**src/rtl/dxl_pkg.sv**
```systemverilog
package dxl_pkg;
  typedef enum logic [2:0] {
    FC_NONE  = 3'd0,
    FC_ALIGN = 3'd1,
    FC_ACV   = 3'd2,
    FC_PAGE  = 3'd3,
    FC_NMISS = 3'd4,
    FC_PMISS = 3'd5
  } fcode_t;

  localparam int MODE_W = 2;
  localparam int NMODES = 1 << MODE_W;
  localparam logic [MODE_W-1:0] MODE_KERNEL = '0;

  localparam int OPC_W  = 6;
  localparam int REG_W  = 5;
  localparam int NFLAGS = 6;
  localparam int STAT_W = OPC_W + REG_W + NFLAGS;

  // cause flag positions inside the status word
  localparam int FL_WR    = 0;
  localparam int FL_ACV   = 1;
  localparam int FL_FOR   = 2;
  localparam int FL_FOW   = 3;
  localparam int FL_MISS  = 4;
  localparam int FL_BADVA = 5;

  // counter bank layout: loads first, then stores
  localparam int K_HIT  = 0;
  localparam int K_MISS = 1;
  localparam int K_ACV  = 2;
  localparam int NKIND  = 3;
  localparam int NCNT   = 2 * NKIND;
endpackage

```
**src/rtl/dxl_mode_sel.sv**
```systemverilog
module dxl_mode_sel
  import dxl_pkg::*;
(
  input  logic              pc_lsb,
  input  logic              use_alt,
  input  logic [MODE_W-1:0] cur_mode,
  input  logic [MODE_W-1:0] alt_mode,
  output logic [MODE_W-1:0] eff_mode
);
  always_comb begin
    if (!pc_lsb)      eff_mode = cur_mode;
    else if (use_alt) eff_mode = alt_mode;
    else              eff_mode = MODE_KERNEL;
  end
endmodule

```
**src/rtl/dxl_addr_class.sv**
```systemverilog
module dxl_addr_class #(
  parameter int VA_W       = 64,
  parameter int VA_IMPL    = 43,
  parameter int PA_W       = 44,
  parameter int SIZE_W     = 2,
  parameter int SP_LO      = 41,
  parameter int SP_HI      = 47,
  parameter int SP_TAG     = 126,
  parameter int SP_EXT_BIT = 40
) (
  input  logic [VA_W-1:0]   vaddr,
  input  logic [SIZE_W-1:0] size_log2,
  output logic              misaligned,
  output logic              va_ok,
  output logic              in_sp,
  output logic [PA_W-1:0]   sp_paddr
);
  localparam int MAX_LOG = (1 << SIZE_W) - 1;
  localparam int TOP_W   = VA_W - VA_IMPL + 1;
  localparam int SP_W    = SP_HI - SP_LO + 1;
  localparam int EXT_W   = PA_W - SP_EXT_BIT;

  logic [MAX_LOG-1:0] low_hit;
  logic [TOP_W-1:0]   top_bits;

  genvar g;
  generate
    for (g = 0; g < MAX_LOG; g++) begin : g_low
      assign low_hit[g] = vaddr[g] && (int'(size_log2) > g);
    end
  endgenerate

  assign misaligned = |low_hit;
  assign top_bits   = vaddr[VA_W-1:VA_IMPL-1];
  assign va_ok      = (&top_bits) || !(|top_bits);
  assign in_sp      = (vaddr[SP_HI:SP_LO] == SP_W'(SP_TAG));
  assign sp_paddr   = {{EXT_W{vaddr[SP_EXT_BIT]}}, vaddr[SP_EXT_BIT-1:0]};
endmodule

```
**src/rtl/dxl_perm_check.sv**
```systemverilog
module dxl_perm_check
  import dxl_pkg::*;
(
  input  logic              is_write,
  input  logic [MODE_W-1:0] mode,
  input  logic [NMODES-1:0] rd_en,
  input  logic [NMODES-1:0] wr_en,
  input  logic              trap_rd,
  input  logic              trap_wr,
  output logic              deny,
  output fcode_t            code,
  output logic [NFLAGS-1:0] flags
);
  always_comb begin
    deny  = 1'b0;
    code  = FC_NONE;
    flags = '0;
    if (is_write) begin
      if (!wr_en[mode]) begin
        deny          = 1'b1;
        code          = FC_PAGE;
        flags[FL_WR]  = 1'b1;
        flags[FL_ACV] = 1'b1;
        flags[FL_FOW] = trap_wr;
      end else if (trap_wr) begin
        deny          = 1'b1;
        code          = FC_PAGE;
        flags[FL_WR]  = 1'b1;
        flags[FL_FOW] = 1'b1;
      end
    end else begin
      if (!rd_en[mode]) begin
        deny          = 1'b1;
        code          = FC_ACV;
        flags[FL_ACV] = 1'b1;
        flags[FL_FOR] = trap_rd;
      end else if (trap_rd) begin
        deny          = 1'b1;
        code          = FC_PAGE;
        flags[FL_FOR] = 1'b1;
      end
    end
  end
endmodule

```
**src/rtl/dxl_sat_ctr.sv**
```systemverilog
module dxl_sat_ctr #(
  parameter int W = 16
) (
  input  logic         clk,
  input  logic         rst,
  input  logic         inc,
  output logic [W-1:0] count
);
  always_ff @(posedge clk) begin
    if (rst)                    count <= '0;
    else if (inc && count != '1) count <= count + W'(1);
  end
endmodule

```
**src/rtl/data_xlate.sv**
```systemverilog
module data_xlate
  import dxl_pkg::*;
#(
  parameter int VA_W       = 64,
  parameter int VA_IMPL    = 43,
  parameter int PA_W       = 44,
  parameter int PAGE_SHIFT = 13,
  parameter int SIZE_W     = 2,
  parameter int SP_LO      = 41,
  parameter int SP_HI      = 47,
  parameter int SP_TAG     = 126,
  parameter int SP_EXT_BIT = 40,
  parameter int CNT_W      = 16
) (
  input  logic                       clk,
  input  logic                       rst,
  input  logic                       req_valid,
  input  logic [VA_W-1:0]            req_vaddr,
  input  logic [SIZE_W-1:0]          req_size,
  input  logic                       req_write,
  input  logic                       req_phys,
  input  logic                       req_altmode,
  input  logic                       req_ptload,
  input  logic                       req_nofault,
  input  logic                       req_misspec,
  input  logic [1:0]                 cur_mode,
  input  logic [1:0]                 alt_mode,
  input  logic                       pc_lsb,
  input  logic [5:0]                 req_opcode,
  input  logic [4:0]                 req_regnum,
  input  logic [VA_W-1:0]            fmt_base,
  input  logic                       tlb_hit,
  input  logic [PA_W-PAGE_SHIFT-1:0] tlb_ppn,
  input  logic [3:0]                 tlb_rd_en,
  input  logic [3:0]                 tlb_wr_en,
  input  logic                       tlb_fault_rd,
  input  logic                       tlb_fault_wr,
  output logic                       rsp_valid,
  output logic [PA_W-1:0]            rsp_paddr,
  output logic [2:0]                 rsp_fault,
  output logic                       fr_upd,
  output logic [VA_W-1:0]            fr_va,
  output logic [16:0]                fr_stat,
  output logic [VA_W-1:0]            fr_vaform,
  output logic [CNT_W-1:0]           cnt_rd_hit,
  output logic [CNT_W-1:0]           cnt_rd_miss,
  output logic [CNT_W-1:0]           cnt_rd_acv,
  output logic [CNT_W-1:0]           cnt_wr_hit,
  output logic [CNT_W-1:0]           cnt_wr_miss,
  output logic [CNT_W-1:0]           cnt_wr_acv
);
  localparam int VPN_W = VA_IMPL - PAGE_SHIFT;

  logic [MODE_W-1:0] eff_mode;
  logic              misaligned, va_ok, in_sp;
  logic [PA_W-1:0]   sp_paddr;
  logic              p_deny;
  fcode_t            p_code;
  logic [NFLAGS-1:0] p_flags;

  fcode_t            c_fault;
  logic [NFLAGS-1:0] c_flags;
  logic [PA_W-1:0]   c_paddr;
  logic              c_counted;
  int unsigned       c_kind;
  logic [NCNT-1:0]   cnt_inc;
  logic              c_upd;
  logic [VA_W-1:0]   vpn_form;

  logic [CNT_W-1:0]  cnt_q [NCNT];

  dxl_mode_sel u_mode (
    .pc_lsb   (pc_lsb),
    .use_alt  (req_altmode),
    .cur_mode (cur_mode),
    .alt_mode (alt_mode),
    .eff_mode (eff_mode)
  );

  dxl_addr_class #(
    .VA_W(VA_W), .VA_IMPL(VA_IMPL), .PA_W(PA_W), .SIZE_W(SIZE_W),
    .SP_LO(SP_LO), .SP_HI(SP_HI), .SP_TAG(SP_TAG), .SP_EXT_BIT(SP_EXT_BIT)
  ) u_class (
    .vaddr      (req_vaddr),
    .size_log2  (req_size),
    .misaligned (misaligned),
    .va_ok      (va_ok),
    .in_sp      (in_sp),
    .sp_paddr   (sp_paddr)
  );

  dxl_perm_check u_perm (
    .is_write (req_write),
    .mode     (eff_mode),
    .rd_en    (tlb_rd_en),
    .wr_en    (tlb_wr_en),
    .trap_rd  (tlb_fault_rd),
    .trap_wr  (tlb_fault_wr),
    .deny     (p_deny),
    .code     (p_code),
    .flags    (p_flags)
  );

  // precedence chain of the translation checks
  always_comb begin
    c_fault   = FC_NONE;
    c_flags   = '0;
    c_paddr   = '0;
    c_counted = 1'b1;
    c_kind    = K_HIT;
    if (misaligned) begin
      c_fault       = FC_ALIGN;
      c_flags[FL_WR] = req_write;
      c_counted     = 1'b0;
    end else if (req_phys) begin
      c_paddr   = req_vaddr[PA_W-1:0];
      c_counted = 1'b0;
    end else if (!va_ok) begin
      c_fault          = FC_PAGE;
      c_flags[FL_WR]    = req_write;
      c_flags[FL_ACV]   = 1'b1;
      c_flags[FL_BADVA] = 1'b1;
      c_kind           = K_ACV;
    end else if (in_sp) begin
      if (eff_mode != MODE_KERNEL) begin
        c_fault        = FC_ACV;
        c_flags[FL_WR]  = req_write;
        c_flags[FL_ACV] = 1'b1;
        c_kind         = K_ACV;
      end else begin
        c_paddr = sp_paddr;
      end
    end else if (!tlb_hit) begin
      c_fault         = req_ptload ? FC_PMISS : FC_NMISS;
      c_flags[FL_WR]   = req_write;
      c_flags[FL_MISS] = 1'b1;
      c_kind          = K_MISS;
    end else if (p_deny) begin
      c_fault = p_code;
      c_flags = p_flags;
      c_kind  = K_ACV;
    end else begin
      c_paddr = {tlb_ppn, req_vaddr[PAGE_SHIFT-1:0]};
    end
  end

  always_comb begin
    cnt_inc = '0;
    if (req_valid && c_counted)
      cnt_inc[(req_write ? NKIND : 0) + c_kind] = 1'b1;
  end

  assign c_upd = req_valid && (c_fault != FC_NONE) &&
                 !req_misspec && !req_ptload && !req_nofault;
  assign vpn_form = VA_W'(req_vaddr[VA_IMPL-1:PAGE_SHIFT]) << 3;

  always_ff @(posedge clk) begin
    if (rst) begin
      rsp_valid <= 1'b0;
      rsp_paddr <= '0;
      rsp_fault <= '0;
      fr_upd    <= 1'b0;
      fr_va     <= '0;
      fr_stat   <= '0;
      fr_vaform <= '0;
    end else begin
      rsp_valid <= req_valid;
      fr_upd    <= c_upd;
      if (req_valid) begin
        rsp_paddr <= c_paddr;
        rsp_fault <= c_fault;
      end
      if (c_upd) begin
        fr_va     <= req_vaddr;
        fr_stat   <= {req_opcode, req_regnum, c_flags};
        fr_vaform <= fmt_base | vpn_form;
      end
    end
  end

  genvar gi;
  generate
    for (gi = 0; gi < NCNT; gi++) begin : g_cnt
      dxl_sat_ctr #(.W(CNT_W)) u_ctr (
        .clk   (clk),
        .rst   (rst),
        .inc   (cnt_inc[gi]),
        .count (cnt_q[gi])
      );
    end
  endgenerate

  assign cnt_rd_hit  = cnt_q[K_HIT];
  assign cnt_rd_miss = cnt_q[K_MISS];
  assign cnt_rd_acv  = cnt_q[K_ACV];
  assign cnt_wr_hit  = cnt_q[NKIND + K_HIT];
  assign cnt_wr_miss = cnt_q[NKIND + K_MISS];
  assign cnt_wr_acv  = cnt_q[NKIND + K_ACV];
endmodule

```
**config.mk**
```make
export PLATFORM = sky130hd
export DESIGN_NAME = data_xlate
export DESIGN_NICKNAME = d
export VERILOG_FILES = /design/src/rtl/dxl_pkg.sv /design/src/rtl/dxl_mode_sel.sv /design/src/rtl/dxl_addr_class.sv /design/src/rtl/dxl_perm_check.sv /design/src/rtl/dxl_sat_ctr.sv /design/src/rtl/data_xlate.sv
export SDC_FILE = /design/constraint.sdc
export NUM_CORES = 1
export LEC_CHECK = 0
export CAP_MARGIN = 10
export CORE_AREA = 2 2 191 193
export DETAILED_ROUTE_END_ITERATION = 12
export DIE_AREA = 0 0 193 195
export PLACE_DENSITY = 0.77
export SKIP_CTS_REPAIR_TIMING = 1
export SLEW_MARGIN = 0
export SYNTH_ARGS = -nofsm -noshare
export SYNTH_HDL_FRONTEND = slang
export SYNTH_SLANG_ARGS = --single-unit
```
**constraint.sdc**
```tcl
create_clock -name clk -period 5.3 [get_ports clk]
set_input_delay 0.795 -clock clk [delete_from_list [all_inputs] [get_ports clk]]
set_output_delay 0.795 -clock clk [all_outputs]
set_load 0.1 [all_outputs]
```
# Word level (Yosys, flattened, before mapping)
# Cells that the tools add are included.
[classes]
addsub = 7
mul = 0
n_div = 0
n_lt_le_gt_ge = 6
n_eq_ne = 7
shifts = 0
muxes = 71
bitwise_logic = 1
reduce_logical = 25
[op_table]
columns = ["operator", "count"]
rows = [
  ["two-way mux 44 bit", 7],
  ["two-way mux 32 bit", 5],
  ["adder 16 x 1 -> 16 bit (second input constant)", 6],
  ["!= test 16 bit (second input constant)", 6],
  ["OR 64 x 33 -> 64 bit", 1],
  ["two-way mux 6 bit", 7],
  ["two-way mux 3 bit", 11],
  ["adder 2 x 32 -> 32 bit", 1],
  ["greater-or-equal comparator 32 x 1 -> 1 bit (second input constant)", 1],
  ["< comparator 32 x 4 -> 1 bit (second input constant)", 1],
  ["two-way mux 1 bit", 24],
  ["two-way mux 2 bit", 11],
  ["AND reduction 22 bit", 1],
  ["OR reduction 22 bit", 1],
  ["logical AND 1 bit", 15],
  ["two-way mux 4 bit", 2],
  ["== test 7 bit (second input constant)", 1],
  ["two-way mux 5 bit", 1],
  ["binary-select mux 1 bit (select 2 bit)", 2],
  ["> comparator 2 x 1 -> 1 bit (second input constant)", 2],
  ["logical NOT 1 bit", 4],
  ["demux 1 bit (select 3 bit)", 1],
  ["< comparator 2 x 3 -> 1 bit (second input constant)", 1],
  ["nonzero test 3 bit", 1],
  ["other kinds (4)", 4],
]
[word_totals]
reg_bits = 290
latchBits = 0
ram_bits = 0
romBits = 0
input_bits = 197
out_inout_bits = 290
n_memories = 0

# Logic depth before layout (Yosys ltp)
# Gate-level depths: netlist of run 1.
[depth]
ltp_word = 19
ltp_mapped = 17

# Modules after synthesis
# A second synthesis of run 1 with hierarchy kept.
[hier_totals]
cells_unflattened = 1637
hier_area_um2 = 14672.8
[by_module_without_submodules]
columns = ["mod", "n_inst", "cells_each", "area_each_um2", "seq_area_each_um2"]
rows = [
  ["data_xlate", 1, 951, 8944.8, 3883.7],
  ["dxl_sat_ctr", 6, 99, 848.3, 320.3],
  ["dxl_addr_class", 1, 65, 454.2, 0.0],
  ["dxl_perm_check", 1, 21, 156.4, 0.0],
  ["dxl_mode_sel", 1, 6, 27.5, 0.0],
]

# Least setup slack after synthesis of run 1
# Ideal clock, no wire load.
[synth_timing]
kind = "input -> register"
from = "input port req_vaddr[46]"
to = "register g_cnt[3].u_ctr.count[11]"
setup_ps = 70
t_arrival_ps = 4519
t_required_ps = 5230
slack_ps = 711
cell_stages = 14
cell_sequence = "or4_1 > or4_4 > nand2_1 > and3_1 > ha_1 > inv_1 > fa_1 > nand4b_1 > a2111oi_2 > o31ai_1 > or3_1 > clkbuf_1 > or3_1 > a21oi_1"
[synth_between]
elab_chain_cells = 13
[synth_lines]
columns = ["item", "line_no", "source"]
rows = [
  ["start, declared", "data_xlate.sv:18", "input logic [VA_W-1:0] req_vaddr,"],
  ["OR reduction 22 bit", "dxl_addr_class.sv:35", "assign va_ok = (&top_bits) || !(|top_bits);"],
  ["logical NOT 1 bit", "dxl_addr_class.sv:35", ""],
  ["logical OR 1 bit", "dxl_addr_class.sv:35", ""],
  ["two-way mux 32 bit (*)", "data_xlate.sv:118", "end else if (!va_ok) begin"],
  ["two-way mux 32 bit (*)", "data_xlate.sv:115", "end else if (req_phys) begin"],
  ["two-way mux 32 bit (*)", "data_xlate.sv:111", "if (misaligned) begin"],
  ["adder 2 x 32 -> 32 bit (*)", "data_xlate.sv:150", "cnt_inc[(req_write ? NKIND : 0) + c_kind] = 1'b1;"],
  ["greater-or-equal comparator 32 x 1 -> 1 bit (implied by the code) / < comparator 32 x 4 -> 1 bit (equally long branches)", "data_xlate.sv:150", ""],
  ["logical AND 1 bit (implied by the code)", "data_xlate.sv:150", ""],
  ["two-way mux 1 bit", "data_xlate.sv:150", ""],
  ["demux 1 bit (select 3 bit) (*)", "data_xlate.sv:150", ""],
  ["two-way mux 6 bit (*)", "data_xlate.sv:149", "if (req_valid && c_counted)"],
  ["logical AND 1 bit (*)", "dxl_sat_ctr.sv:11", "else if (inc && count != '1) count <= count + W'(1);"],
  ["end signal, assigned", "dxl_sat_ctr.sv:11", ""],
  ["end, declared", "dxl_sat_ctr.sv:7", "output logic [W-1:0] count"],
]
# Mark *: on every way between the ends. The rest lies on a longest branch, timed or not.
# A chain may end at the register's enable or synchronous reset.

# Worst setup path in the final report of run 1
[layout_timing]
from = "input port pc_lsb"
to = "register g_cnt[3].u_ctr.count[9]"
[layout_between]
elab_chain_cells = 18
[layout_lines]
columns = ["item", "line_no", "source"]
rows = [
  ["start, declared", "data_xlate.sv:28", "input logic pc_lsb,"],
  ["two-way mux 2 bit (*)", "dxl_mode_sel.sv:11", "if (!pc_lsb) eff_mode = cur_mode;"],
  ["binary-select mux 1 bit (select 2 bit), on equally long branches", "dxl_perm_check.sv:32, dxl_perm_check.sv:19", ""],
  ["two-way mux 1 bit, on equally long branches (2 in a row)", "dxl_perm_check.sv:32, dxl_perm_check.sv:19", ""],
  ["two-way mux 1 bit", "dxl_perm_check.sv:18", "if (is_write) begin"],
  ["two-way mux 2 bit", "data_xlate.sv:138", "end else if (p_deny) begin"],
  ["two-way mux 32 bit", "data_xlate.sv:133", "end else if (!tlb_hit) begin"],
  ["two-way mux 32 bit (*)", "data_xlate.sv:124", "end else if (in_sp) begin"],
  ["two-way mux 32 bit (*)", "data_xlate.sv:118", ""],
  ["two-way mux 32 bit (*)", "data_xlate.sv:115", ""],
  ["two-way mux 32 bit (*)", "data_xlate.sv:111", ""],
  ["adder 2 x 32 -> 32 bit (*)", "data_xlate.sv:150", ""],
  ["greater-or-equal comparator 32 x 1 -> 1 bit (implied by the code) / < comparator 32 x 4 -> 1 bit (equally long branches)", "data_xlate.sv:150", ""],
  ["logical AND 1 bit (implied by the code)", "data_xlate.sv:150", ""],
  ["two-way mux 1 bit", "data_xlate.sv:150", ""],
  ["demux 1 bit (select 3 bit) (*)", "data_xlate.sv:150", ""],
  ["two-way mux 6 bit (*)", "data_xlate.sv:149", ""],
  ["logical AND 1 bit (*)", "dxl_sat_ctr.sv:11", ""],
]
# Mark *: on every way between the ends. The rest lies on a longest branch, timed or not. The select of a mux whose other input is x is not followed.

==> metrics.md, run 1 <==
| Metric | Value |
|---|---|
| Result of the run | completed |
| Routed Wire Length | 46100 um |
| Dominant combinational cell family by area after synthesis | compound AO/OA/AOI/OAI gates |
| IR drop worst, VDD | 0.215 mV |
| Classification of the worst setup path | in -> reg |
| Proportion of layout cells with a drive suffix above 1 | 5.21% |
| Area of the die | 0.0376 mm^2 |
| Proportion of synthesized area in mux cells | 0.575% |
| Effective utilization at floorplan | 34.4% |
| Wire length per cell | 19.5 um |
| Average footprint of a synthesized cell | 8.50 um^2 |
| Pin count of the biggest net entering global routing | 115 |
| CP startpoint | pc_lsb |
| Startpoint of the worst register-to-register path | g_cnt[5].u_ctr.count[3] |
| CTS root buf | sky130_fd_sc_hd__clkbuf_16 |
| Worst-case setup slack after placement | -0.0217 ns |
| Num Clock Sinks | 290 |
| Number of buffers on the longest clock path | 3 |
| Path category of the worst min-delay check | reg -> reg |
| TritonCTS clock tree | yes |
| Residual DRC | 0 |
| Worst hold slack | 0.451 ns |
| Worst Tran Pin Value | 1.17 ns |
| Die outline height | 195 um |
| Number of pins with negative max-slew slack in the final report | 0 |
| Detailed-route vias per instance | 5.37 |
| Kind of start point of the critical path | input port |
| Dpl cell area | 0.0174 mm^2 |
| Synth Warn # | 0 |
| Area share of and/or/nand/nor cells after synthesis | 19.4% |
| Horizontal die dimension | 193 um |
| Finish-stage setup viols | 0 |
| Most common flop cell mapped by yosys | sky130_fd_sc_hd__dfxtp_1 |
| Number of core rows | 69 |
| Setup Total Neg Slack | 0 ns |
| EDFF count, synth | 0 |
| Half-perimeter wire length after detailed placement | 33200 um |
| First-pass GRT wire length | 68200 um |
| Total leakage power | 6.16 nW |
| Worst Setup End Kind | flop |
| Via count | 12700 |
| RSZ-0062 raised after global routing | false |
| Slowest cell on crit path | sky130_fd_sc_hd__or4_1 |
| WP data required | 5.72 ns |
| Synthesized instance count | 1432 |
| Antenna violations before repair | 3 |
| I/O pin count | 487 |
| Arrival @ worst endpoint | 5.26 ns |
| Routability-driven placement congestion ratio | 0.869 |
| Chain of cells forming the critical path | clkdlybuf4s50_1 > nor2b_1 > a31oi_1 > a2111oi_0 > or4_1 > nor2_1 > a21oi_1 > fa_1 > nand4b_1 > a2111oi_2 > o31ai_1 > or3_1 > or3_1 > a21oi_1 |
| First-pass iteration count of the detailed router | 5 |
| Xor/xnor share of the synthesized area | 5.61% |
| Final #Nets | 2085 |
| Post-synthesis cell area | 0.0122 mm^2 |
| Max-slew headroom at the worst pin | 21.6% |
| Maximum capacitance violations | 0 |
| Proportion of synthesized chip area in sequential cells | 47.7% |
| Total track usage | 23.0% |
| Clock transition at path regs | 0.06 ns |
| Compound-cell area share of the yosys netlist | 21.3% |
| Adder-Cell Fraction of Synth Area | 0.884% |
| Residual overflow from global routing | 0 |
| Number of buffers created by CTS | 34 |
| Final critical-path setup slack | 0.463 ns |
| Final clock period utilization by the worst path | 91.3% |
| Post-route minimum period | 4.84 ns |
| Min-delay src | rsp_paddr[25] |
| Number of hold violations in the final report | 0 |
| Largest fanout of any net on the critical path | 9 |
| Clock latency reported for the late side of the worst-skew pair | 0.51 ns |
| Vias in the first global route | 12100 |
| Clock H-tree levels | 2 |
| Total of flip-flops plus latches after synthesis | 290 |
| Peak clock frequency supported by timing | 0.207 GHz |
| Cell count after placement | 2305 |
| Count of cell types in the netlist | 64 |
| Post-route cell area | 0.0185 mm^2 |
| Finished Layout Cells | 2364 |
| DRT antenna net count | 0 |
| Total of buffers placed on input and output ports | 486 |
| Core area | 0.0354 mm^2 |
| Critical path's largest stage delay | 0.68 ns |
| Drt initial violations | 790 |
| Net count after synthesis | 1637 |
| Worst clock skew | 0.0229 ns |
| Power per cell area | 282 mW/mm^2 |
| Async SR Flop Fraction | 0% |
| Growth of design area from synthesis to finish | 51.8% |
synthesized netlist by cell type (all sizes together), types with 5 or more instances:
cell type | n | share of area, %
a2111oi | 5 | 0.46
a211oi | 35 | 2.2
a21oi | 157 | 6.5
a22o | 13 | 0.93
a22oi | 31 | 1.9
and2 | 6 | 0.31
and3 | 12 | 0.62
and4 | 10 | 0.72
buf | 46 | 2.3
clkbuf | 61 | 1.9
dfxtp | 290 | 48
ha | 7 | 0.72
inv | 11 | 0.34
mux2i | 7 | 0.58
nand2 | 84 | 2.6
nand3 | 160 | 6.6
nand4 | 27 | 1.4
nor2 | 145 | 4.5
nor2b | 5 | 0.26
nor3 | 15 | 0.62
nor4 | 8 | 0.41
o211ai | 5 | 0.31
o21ai | 154 | 6.4
or3 | 10 | 0.51
or4 | 5 | 0.34
xnor2 | 26 | 1.9
xor2 | 52 | 3.7
state kept, by name, summed over array words and instances (netlist names):
register	flops
rsp_paddr	44
fr_upd	1
rsp_fault	3
fr_vaform	64
g_cnt.u_ctr.count	96
rsp_valid	1
fr_stat	17
fr_va	64
metrics by stage:
step	utilization (%)	total power, mW
global route	52.2	5.38
global placement	49.2	3.00
detailed placement	49.2	3.01
finish	52.2	5.20
CTS	52.2	5.25
floorplan	-	2.70
worst max-delay path: cells and delay by family:
kind	cells	cell delay, ns
buf+inv	1	0.61
compound gates	6	1.35
fa+ha+maj	1	0.53
simple gates	6	1.98
kinds of logic after synthesis:
group | after synthesis
AO/OA/AOI/OAI | 433
XOR/XNOR | 78
adder cells (fa/ha/maj) | 8
buffers and inverters | 119
flip-flops | 290
multiplexers | 7
AND/OR/NAND/NOR | 497
area by class of cell:
cell class,count,area (um^2)
Clock buffer,49,978
Timing Repair Buffer,519,5150
Tap cell,461,577
Fill cell,3231,16900
Antenna cell,2,5.00
Multi-Input combinational cell,1023,5850
Clock inverter,8,72.6
Inverter,12,45.0
Sequential cell,290,5810
path summary, 6_finish.rpt:
check | end | slack (ns) | cells after the start
worst min register to register | rsp_paddr[25] | 0.45 | 2
worst min-delay path | rsp_paddr[25] | 0.45 | 2
worst max-delay path | g_cnt[3].u_ctr.count[9] | 0.46 | 14
worst max register to register | g_cnt[5].u_ctr.count[7] | 2.93 | 7
report_power, final:
group | total, mW | leakage [nW] | switching [mW] | internal [mW]
clock | 2.24 | 0.520 | 0.909 | 1.33
combinational | 0.736 | 3.29 | 0.488 | 0.248
sequential | 2.23 | 2.34 | 0.0173 | 2.21
per-layer routing:
metal  global-route usage [%]  up-vias  wire [um]
li1                         -     6036          -
met1                     26.7     5998      17500
met2                     39.3      558      22400
met3                     6.27      105       4240
met4                     9.93        2       1880
met5                        0        -         11
layout by cell type (no fill, tap or decap), drive strengths merged, types with 3 or more instances in the layout:
master           n
a21oi          157
o32ai            4
xor2            52
clkbuf          50
nor2           145
ha               7
nor2b            5
and4            10
nand2           84
and2             6
and3            12
clkdlybuf4s50  485
nand4           27
inv             12
mux2i            7
o31a             4
a22oi           31
nand2b           3
a31oi            3
nor3            15
o211ai           5
nor4             8
xnor2           26
nand3          160
clkinv           7
a211oi          35
a2111oi          5
o21ai          154
buf             33
or4              5
a22o            13
dfxtp          290
or3             10
o31ai            4
No activity file was read; power rests on OpenSTA's default activity.
==> run 2: changes to the inputs <==
--- a/config.mk
+++ b/config.mk
@@ -5,13 +5,13 @@
 export SDC_FILE = /design/constraint.sdc
 export NUM_CORES = 1
 export LEC_CHECK = 0
-export CAP_MARGIN = 10
-export CORE_AREA = 2 2 191 193
+export CORE_AREA = 2 2 189 191
 export DETAILED_ROUTE_END_ITERATION = 12
-export DIE_AREA = 0 0 193 195
-export PLACE_DENSITY = 0.77
+export DIE_AREA = 0 0 191 193
+export PLACE_DENSITY = 0.86
 export SKIP_CTS_REPAIR_TIMING = 1
 export SLEW_MARGIN = 0
 export SYNTH_ARGS = -nofsm -noshare
 export SYNTH_HDL_FRONTEND = slang
+export SYNTH_HIERARCHICAL = 1
 export SYNTH_SLANG_ARGS = --single-unit
==> run 2 against run 1 <==
Synthesized cell count is 14% higher. Hold slack got worse by 0.0023 ns. Via count grew 12%. Setup slack worse by 0.025 ns. Synthesized area rose by 20%. Sequential cell count stayed put. Critical path type unchanged. Combinational power is 2% higher.
==> metrics.md, run 2 <==
| Metric | Value |
|---|---|
| Worst Setup End Kind | flop |
| Residual DRC | 0 |
| Most common flop cell mapped by yosys | sky130_fd_sc_hd__dfxtp_1 |
| Number of buffers on the longest clock path | 3 |
| Largest registers in the final layout | g_cnt.u_ctr/count: 96 flops, fr_va: 64 flops, fr_vaform: 64 flops |
| Worst Tran Pin Value | 1.17 ns |
| Number of hold violations in the final report | 0 |
| Die outline height | 193 um |
| CTS root buf | sky130_fd_sc_hd__clkbuf_16 |
| Total track usage | 25.9% |
| Peak clock frequency supported by timing | 0.206 GHz |
| Maximum capacitance violations | 0 |
| Number of pins with negative max-slew slack in the final report | 0 |
| Largest fanout of any net on the critical path | 8 |
| Clock latency reported for the late side of the worst-skew pair | 0.56 ns |
| Min-delay src | rsp_paddr[11] |
| Hold path depth | 2 |
| Classification of the worst setup path | in -> reg |
| Most used routing layer | met2 |
| Async SR Flop Fraction | 0% |
| Number of core rows | 69 |
| First-pass GRT wire length | 76100 um |
| IR drop worst, VDD | 0.252 mV |
| Routability-driven placement congestion ratio | 0.920 |
| Result of the run | completed |
| Share of the synthesized area in the top cell type | 39.6% |
| Clock transition at path regs | 0.07 ns |
| Wire length per cell | 20.0 um |
| Post-layout util | 59.6% |
| Power per cell area | 251 mW/mm^2 |
| Post-route cell area | 0.0208 mm^2 |
| Area of the die | 0.0369 mm^2 |
| Proportion of layout cells with a drive suffix above 1 | 6.93% |
| Most instantiated library cell after synthesis | sky130_fd_sc_hd__dfxtp_1 |
| Routed Wire Length | 50800 um |
| Number of buffers created by CTS | 31 |
| WP data required | 5.78 ns |
| Dpl cell area | 0.0198 mm^2 |
| Arrival @ worst endpoint | 5.34 ns |
| Worst-case setup slack after placement | -0.123 ns |
| Met3 usage in global routing | 5.83% |
| Residual overflow from global routing | 0 |
| Max-slew headroom at the worst pin | 21.8% |
| RSZ-0062 raised after global routing | false |
| Endpoint of the worst hold path | rsp_paddr[11] |
| DRT antenna net count | 0 |
| Path category of the worst min-delay check | reg -> reg |
| Register containing the most flip-flops in the final layout | g_cnt.u_ctr/count |
| Commonest cells after routing, fill and taps aside | sky130_fd_sc_hd__clkdlybuf4s50_1 (484), sky130_fd_sc_hd__dfxtp_1 (290), sky130_fd_sc_hd__nand2b_1 (224) |
| Vias in the first global route | 13300 |
| Drt initial violations | 921 |
| Average footprint of a synthesized cell | 8.96 um^2 |
| Clock H-tree levels | 1 |
| Overall power after layout | 5.23 mW |
| Count of cell types in the netlist | 66 |
| Synth Warn # | 6 |
| Core area | 0.0350 mm^2 |
| Flip-flop count of the largest register, all copies and words added | 96 |
| Post-synthesis cell area | 0.0147 mm^2 |
| Worst clock skew | 0.00532 ns |
| Total of flip-flops plus latches after synthesis | 290 |
| Met1 track demand over resource in global routing | 31.1% |
| EDFF count, synth | 0 |
| Effective utilization at floorplan | 42.0% |
| Finish-stage setup viols | 0 |
| Startpoint of the worst register-to-register path | g_cnt[2].u_ctr/count[1] |
| Worst Reg2Reg Path Length in Cells | 5 |
| Largest area contributor in the synthesized netlist | sky130_fd_sc_hd__dfxtp_1 |
| Total leakage power | 6.97 nW |
| First-pass iteration count of the detailed router | 5 |
| Setup slack of the most critical reg-to-reg path | 3.18 ns |
| Synthesized instance count | 1637 |
| Final #Nets | 2261 |
| Top cells by instance count after synthesis | sky130_fd_sc_hd__dfxtp_1 (290), sky130_fd_sc_hd__nand2b_1 (224), sky130_fd_sc_hd__mux2i_1 (123), sky130_fd_sc_hd__nand2_1 (94), sky130_fd_sc_hd__clkbuf_1 (68) |
| Post-route minimum period | 4.86 ns |
| Via count | 14200 |
| Half-perimeter wire length after detailed placement | 37200 um |
| Detailed-route vias per instance | 5.57 |
| Final clock period utilization by the worst path | 91.7% |
| Pin count of the biggest net entering global routing | 231 |
| Met2 track demand over resource | 45.6% |
| Growth of design area from synthesis to finish | 42.1% |
| TritonCTS clock tree | yes |
| Kind of start point of the critical path | input port |
| I/O pin count | 487 |
| R2R Path End | g_cnt[2].u_ctr/count[11] |
| Most area-consuming cells after synthesis | sky130_fd_sc_hd__dfxtp_1 (40%), sky130_fd_sc_hd__nand2b_1 (9.6%), sky130_fd_sc_hd__mux2i_1 (8.4%), sky130_fd_sc_hd__buf_4 (2.9%), sky130_fd_sc_hd__nand2_1 (2.4%) |
| Leading cell type in the layout, fill and taps excluded | sky130_fd_sc_hd__clkdlybuf4s50_1 |
| Antenna violations before repair | 6 |
| Horizontal die dimension | 191 um |
| Num Clock Sinks | 290 |
| Final critical-path setup slack | 0.438 ns |
| Proportion of synthesized chip area in sequential cells | 39.6% |
| Total of buffers placed on input and output ports | 486 |
run 2: cell types whose count changed after synthesis, moves of 27 or more:
cell,previous run,this run
sky130_fd_sc_hd__nand2b_1,3,224
sky130_fd_sc_hd__inv_1,10,55
sky130_fd_sc_hd__a21oi_1,157,65
sky130_fd_sc_hd__nand3_1,160,45
sky130_fd_sc_hd__xor2_1,52,0
sky130_fd_sc_hd__mux2i_1,7,123
sky130_fd_sc_hd__a2111oi_0,3,30
sky130_fd_sc_hd__or4_1,4,45
sky130_fd_sc_hd__nor2_1,145,46
sky130_fd_sc_hd__o21ai_1,62,12
sky130_fd_sc_hd__o31ai_1,4,37
sky130_fd_sc_hd__buf_4,3,57
sky130_fd_sc_hd__o21ai_0,91,63
run 2: power breakdown:
group          switching [mW]  internal, mW  total (mW)
Clock                   0.899          1.35        2.25
Combinational           0.468         0.284       0.751
Sequential             0.0190          2.21        2.23
run 2: logic make-up (layout without fill, tap and decap cells):
logic type	after synthesis	in the layout	share of synthesized area [%]
AO/OA/AOI/OAI	349	349	16.2
XOR/XNOR	12	12	0.716
adder cells (fa/ha/maj)	8	8	0.733
buffers and inverters	212	652	7.29
flip-flops	290	290	39.6
multiplexers	130	130	9.00
other	1	8	0.0256
AND/OR/NAND/NOR	635	635	26.5
run 2: stage by stage:
stage               setup TNS (ns)  std cells  hold WS, ns
global placement            -0.378       2484        0.441
floorplan                        0       1639        0.877
finish                           0       2545        0.449
CTS                              0       2540        0.451
detailed placement          -0.961       2484        0.442
global route                     0       2544        0.477
run 2: layout make-up:
class                           count  area, um^2
Inverter                           55         206
Clock buffer                       44         925
Antenna cell                        5        12.5
Multi-Input combinational cell   1137        7840
Clock inverter                     12         139
Tap cell                          461         577
Fill cell                        2951       14100
Sequential cell                   290        5810
Timing Repair Buffer              541        5340
run 2: critical path, stage by stage:
cell,delay [ns]
sky130_fd_sc_hd__clkdlybuf4s50_1,0.42
sky130_fd_sc_hd__or4_1,0.54
sky130_fd_sc_hd__or4_1,0.52
sky130_fd_sc_hd__o41ai_2,0.07
sky130_fd_sc_hd__buf_4,0.17
sky130_fd_sc_hd__or4b_1,0.49
sky130_fd_sc_hd__nor2_1,0.13
sky130_fd_sc_hd__ha_1,0.17
sky130_fd_sc_hd__fa_1,0.44
sky130_fd_sc_hd__nor4b_1,0.32
sky130_fd_sc_hd__and3_1,0.33
sky130_fd_sc_hd__nand2_1,0.12
sky130_fd_sc_hd__buf_4,0.17
sky130_fd_sc_hd__or4_1,0.46
sky130_fd_sc_hd__a21oi_1,0.18
run 2: metal layers:
metal | vias up | wire length, um | share of wire (%)
met5 | - | 30 | 0.059
met4 | 4 | 1770 | 3.5
met3 | 110 | 3740 | 7.4
met2 | 514 | 24800 | 49
met1 | 6816 | 20500 | 40
li1 | 6729 | - | -
run 2: how the worst max path moves through the flow:
stage                   from                        to  slack [ns]  cells after the start
6_report       req_vaddr[48]  g_cnt[5].u_ctr/count[13]        0.44                     15
5_1_grt        req_vaddr[48]  g_cnt[4].u_ctr/count[12]        0.13                     18
4_1_cts        req_vaddr[48]  g_cnt[4].u_ctr/count[11]        0.46                     15
3_5_place_dp   req_vaddr[48]  g_cnt[4].u_ctr/count[11]       -0.12                     15
3_3_place_gp   req_vaddr[48]  g_cnt[4].u_ctr/count[11]       -0.07                     15
2_1_floorplan  req_vaddr[48]   g_cnt[1].u_ctr/count[7]        0.40                     14
==> run 3: changes to the inputs <==
--- a/config.mk
+++ b/config.mk
@@ -5,13 +5,16 @@
 export SDC_FILE = /design/constraint.sdc
 export NUM_CORES = 1
 export LEC_CHECK = 0
-export CORE_AREA = 2 2 189 191
+export ABC_AREA = 1
+export CORE_MARGIN = 2
+export CORE_UTILIZATION = 45
 export DETAILED_ROUTE_END_ITERATION = 12
-export DIE_AREA = 0 0 191 193
-export PLACE_DENSITY = 0.86
+export GPL_ROUTABILITY_DRIVEN = 0
+export PLACE_DENSITY = 0.89
 export SKIP_CTS_REPAIR_TIMING = 1
 export SLEW_MARGIN = 0
 export SYNTH_ARGS = -nofsm -noshare
 export SYNTH_HDL_FRONTEND = slang
 export SYNTH_HIERARCHICAL = 1
 export SYNTH_SLANG_ARGS = --single-unit
+export TNS_END_PERCENT = 5
==> run 3 against run 2 <==
Total power increased by 8.2%. Sequential share of layout area decreased by 0.73 points. Via count increased by 21%. Die area decreased by 3.1%. First-iteration DRC count increased by 35%. Clock power increased by 8%. Synthesized cell count increased by 48%.
==> metrics.md, run 3 <==
| Metric | Value |
|---|---|
| Result of the run | completed |
| Largest registers in the final layout | g_cnt.u_ctr/count: 96 flops, fr_va: 64 flops, fr_vaform: 64 flops |
| Residual overflow from global routing | 0 |
| Antenna violations before repair | 3 |
| Hold path depth | 2 |
| Most area-consuming cells after synthesis | sky130_fd_sc_hd__dfxtp_1 (38%), sky130_fd_sc_hd__nand2_1 (18%), sky130_fd_sc_hd__nor2_1 (12%), sky130_fd_sc_hd__nand3_1 (6.4%), sky130_fd_sc_hd__inv_1 (4.7%) |
| Fill cell count | 2793 |
| DRT antenna net count | 0 |
| IR drop worst, VDD | 0.270 mV |
| Most common flop cell mapped by yosys | sky130_fd_sc_hd__dfxtp_1 |
| First-pass iteration count of the detailed router | 5 |
| Vias in the first global route | 16500 |
| Core area | 0.0336 mm^2 |
| Number of pins with negative max-slew slack in the final report | 0 |
| Final #Nets | 3025 |
| Number of core rows | 67 |
| Worst Tran Pin Value | 1.12 ns |
| Drt initial violations | 1246 |
| Leading cell type in the layout, fill and taps excluded | sky130_fd_sc_hd__nand2_1 |
| Async SR Flop Fraction | 0% |
| Growth of design area from synthesis to finish | 39.0% |
| Most instantiated library cell after synthesis | sky130_fd_sc_hd__nand2_1 |
| Average footprint of a synthesized cell | 6.34 um^2 |
| Share of the synthesized area in the top cell type | 37.7% |
| Total track usage | 29.0% |
| Half-perimeter wire length after detailed placement | 39100 um |
| Top cells by instance count after synthesis | sky130_fd_sc_hd__nand2_1 (721), sky130_fd_sc_hd__nor2_1 (485), sky130_fd_sc_hd__dfxtp_1 (290), sky130_fd_sc_hd__nand3_1 (197), sky130_fd_sc_hd__inv_1 (192) |
| Path category of the worst min-delay check | reg -> reg |
| WP data required | 5.70 ns |
| Proportion of layout cells with a drive suffix above 1 | 7.74% |
| Startpoint of the worst register-to-register path | g_cnt[0].u_ctr/count[0] |
| Detailed-route vias per instance | 5.20 |
| Total of flip-flops plus latches after synthesis | 290 |
| First-pass GRT wire length | 84200 um |
| Die outline height | 189 um |
| Worst clock skew | 0.00735 ns |
| Post-synthesis cell area | 0.0154 mm^2 |
| Largest area contributor in the synthesized netlist | sky130_fd_sc_hd__dfxtp_1 |
| Effective utilization at floorplan | 45.8% |
| Clock H-tree levels | 2 |
| Met3 usage in global routing | 7.27% |
| Num Clock Sinks | 290 |
| Residual DRC | 0 |
| Area of the die | 0.0357 mm^2 |
| EDFF count, synth | 0 |
| Arrival @ worst endpoint | 4.65 ns |
| Count of cell types in the netlist | 37 |
| Post-route minimum period | 4.25 ns |
| Kind of start point of the critical path | input port |
| Register area | 0.00581 mm^2 |
| Number of hold violations in the final report | 0 |
| Synthesized instance count | 2430 |
| CTS root buf | sky130_fd_sc_hd__clkbuf_16 |
| Met1 track demand over resource in global routing | 31.9% |
| Most used routing layer | met2 |
| Flip-flop count of the largest register, all copies and words added | 96 |
| R2R Path End | g_cnt[0].u_ctr/count[14] |
| Finish-stage setup viols | 0 |
| I/O pin count | 487 |
| Proportion of synthesized chip area in sequential cells | 37.7% |
| Met2 track demand over resource | 51.6% |
| Clock latency reported for the late side of the worst-skew pair | 0.51 ns |
| Area of the multi-input gates | 0.00808 mm^2 |
| Register containing the most flip-flops in the final layout | g_cnt.u_ctr/count |
| Total of buffers placed on input and output ports | 486 |
| Wire length per cell | 16.1 um |
| Number of buffers created by CTS | 34 |
| Overall power after layout | 5.66 mW |
| Setup Total Neg Slack | 0 ns |
| Commonest cells after routing, fill and taps aside | sky130_fd_sc_hd__nand2_1 (721), sky130_fd_sc_hd__clkdlybuf4s50_1 (484), sky130_fd_sc_hd__nor2_1 (482) |
| RSZ-0062 raised after global routing | false |
| Classification of the worst setup path | in -> reg |
| Routed Wire Length | 53200 um |
| Clock transition at path regs | 0.06 ns |
| Worst Setup End Kind | flop |
| Power per cell area | 265 mW/mm^2 |
| Horizontal die dimension | 189 um |
| Max-slew headroom at the worst pin | 25.2% |
| Largest fanout of any net on the critical path | 31 |
| Final clock period utilization by the worst path | 80.2% |
| Setup slack of the most critical reg-to-reg path | 3.59 ns |
| Peak clock frequency supported by timing | 0.235 GHz |
| Number of buffers on the longest clock path | 3 |
| Pin count of the biggest net entering global routing | 111 |
| Maximum capacitance violations | 0 |
| Via count | 17100 |
| TritonCTS clock tree | yes |
| Min-delay src | rsp_paddr[13] |
| Total leakage power | 8.98 nW |
| Endpoint of the worst hold path | rsp_paddr[13] |
| Synth Warn # | 6 |
| Worst Reg2Reg Path Length in Cells | 7 |
[run 3: cell types whose count changed in the layout (fill, tap and decap cells not counted), sizes merged, moves of 55 or more]
cell	change
nor2	+518
nand2	+637
inv	+142
a21oi	+70
nand3	+156
nand2b	-224
mux2i	-123
o21ai	-55
[run 3: per-stage QoR]
| step | hold slack [ns] | instances | cell area [um^2] | worst slack (ns) | utilization, % |
|---|---|---|---|---|---|
| 2_1_floorplan | 0.864 | 2432 | 15400 | 1.75 | - |
| 3_3_place_gp | 0.453 | 3232 | 20200 | 0.761 | 60.2 |
| 3_5_place_dp | 0.456 | 3232 | 20200 | 0.571 | 60.2 |
| 4_1_cts | 0.464 | 3292 | 21400 | 1.11 | 63.7 |
| 5_1_grt | 0.489 | 3294 | 21400 | 0.743 | 63.7 |
| 6_report | 0.464 | 3294 | 21400 | 1.05 | 63.7 |
[run 3: worst max-delay path, cell delays in order]
cell                              delay, ns
sky130_fd_sc_hd__clkdlybuf4s50_1       0.69
sky130_fd_sc_hd__nand2_1               0.13
sky130_fd_sc_hd__nor4_2                0.37
sky130_fd_sc_hd__inv_2                 0.31
sky130_fd_sc_hd__nand3_1               0.22
sky130_fd_sc_hd__nand3_1               0.13
sky130_fd_sc_hd__nand2_1               0.11
sky130_fd_sc_hd__inv_1                 0.09
sky130_fd_sc_hd__fa_1                  0.51
sky130_fd_sc_hd__inv_1                 0.09
sky130_fd_sc_hd__nand2_1               0.07
sky130_fd_sc_hd__nor3_1                0.19
sky130_fd_sc_hd__buf_4                 0.21
sky130_fd_sc_hd__nand3_1               0.11
sky130_fd_sc_hd__or2_0                 0.23
sky130_fd_sc_hd__nor2_1                0.15
sky130_fd_sc_hd__nand3_1               0.10
sky130_fd_sc_hd__nand2_1               0.08
sky130_fd_sc_hd__nor2_1                0.05
[run 3: worst max path at each step]
| stage | startpoint | endpoint | slack [ns] |
|---|---|---|---|
| floorplan | req_vaddr[43] | g_cnt[5].u_ctr/count[10] | 1.75 |
| global placement | req_vaddr[42] | g_cnt[0].u_ctr/count[13] | 0.76 |
| detailed placement | req_vaddr[42] | g_cnt[0].u_ctr/count[13] | 0.57 |
| CTS | req_vaddr[42] | g_cnt[4].u_ctr/count[13] | 1.11 |
| global route | req_vaddr[42] | g_cnt[0].u_ctr/count[13] | 0.74 |
| finish | req_vaddr[42] | g_cnt[0].u_ctr/count[13] | 1.05 |
[run 3: final cells by class]
| type | instances | share of cell area, % |
|---|---|---|
| diodes | 2 | 0.0234 |
| clock buffers | 56 | 5.17 |
| clock inverters | 4 | 0.327 |
| inverters | 198 | 3.48 |
| multi-input cells | 1788 | 37.7 |
| flip-flops and latches | 290 | 27.1 |
| well taps | 448 | 2.62 |
| repair buffers | 508 | 23.5 |
[run 3: cell families after synthesis]
group	count (synthesis)	synth area share, %
AND/OR/NAND/NOR	1602	45.3
flip-flops	290	37.7
adder cells (fa/ha/maj)	8	0.699
AO/OA/AOI/OAI	175	6.09
other	1	0.0244
buffers and inverters	354	10.2
[run 3: report_power, final]
group	internal [mW]	switching, mW
registers	2.23	0.0287
logic	0.302	0.660
clock network	1.52	0.925
[run 3: routing by layer]
metal	wire length, um	up-vias
met2	26400	808
met4	2780	0
met5	0	-
li1	-	8311
met3	4970	175
met1	19100	7849
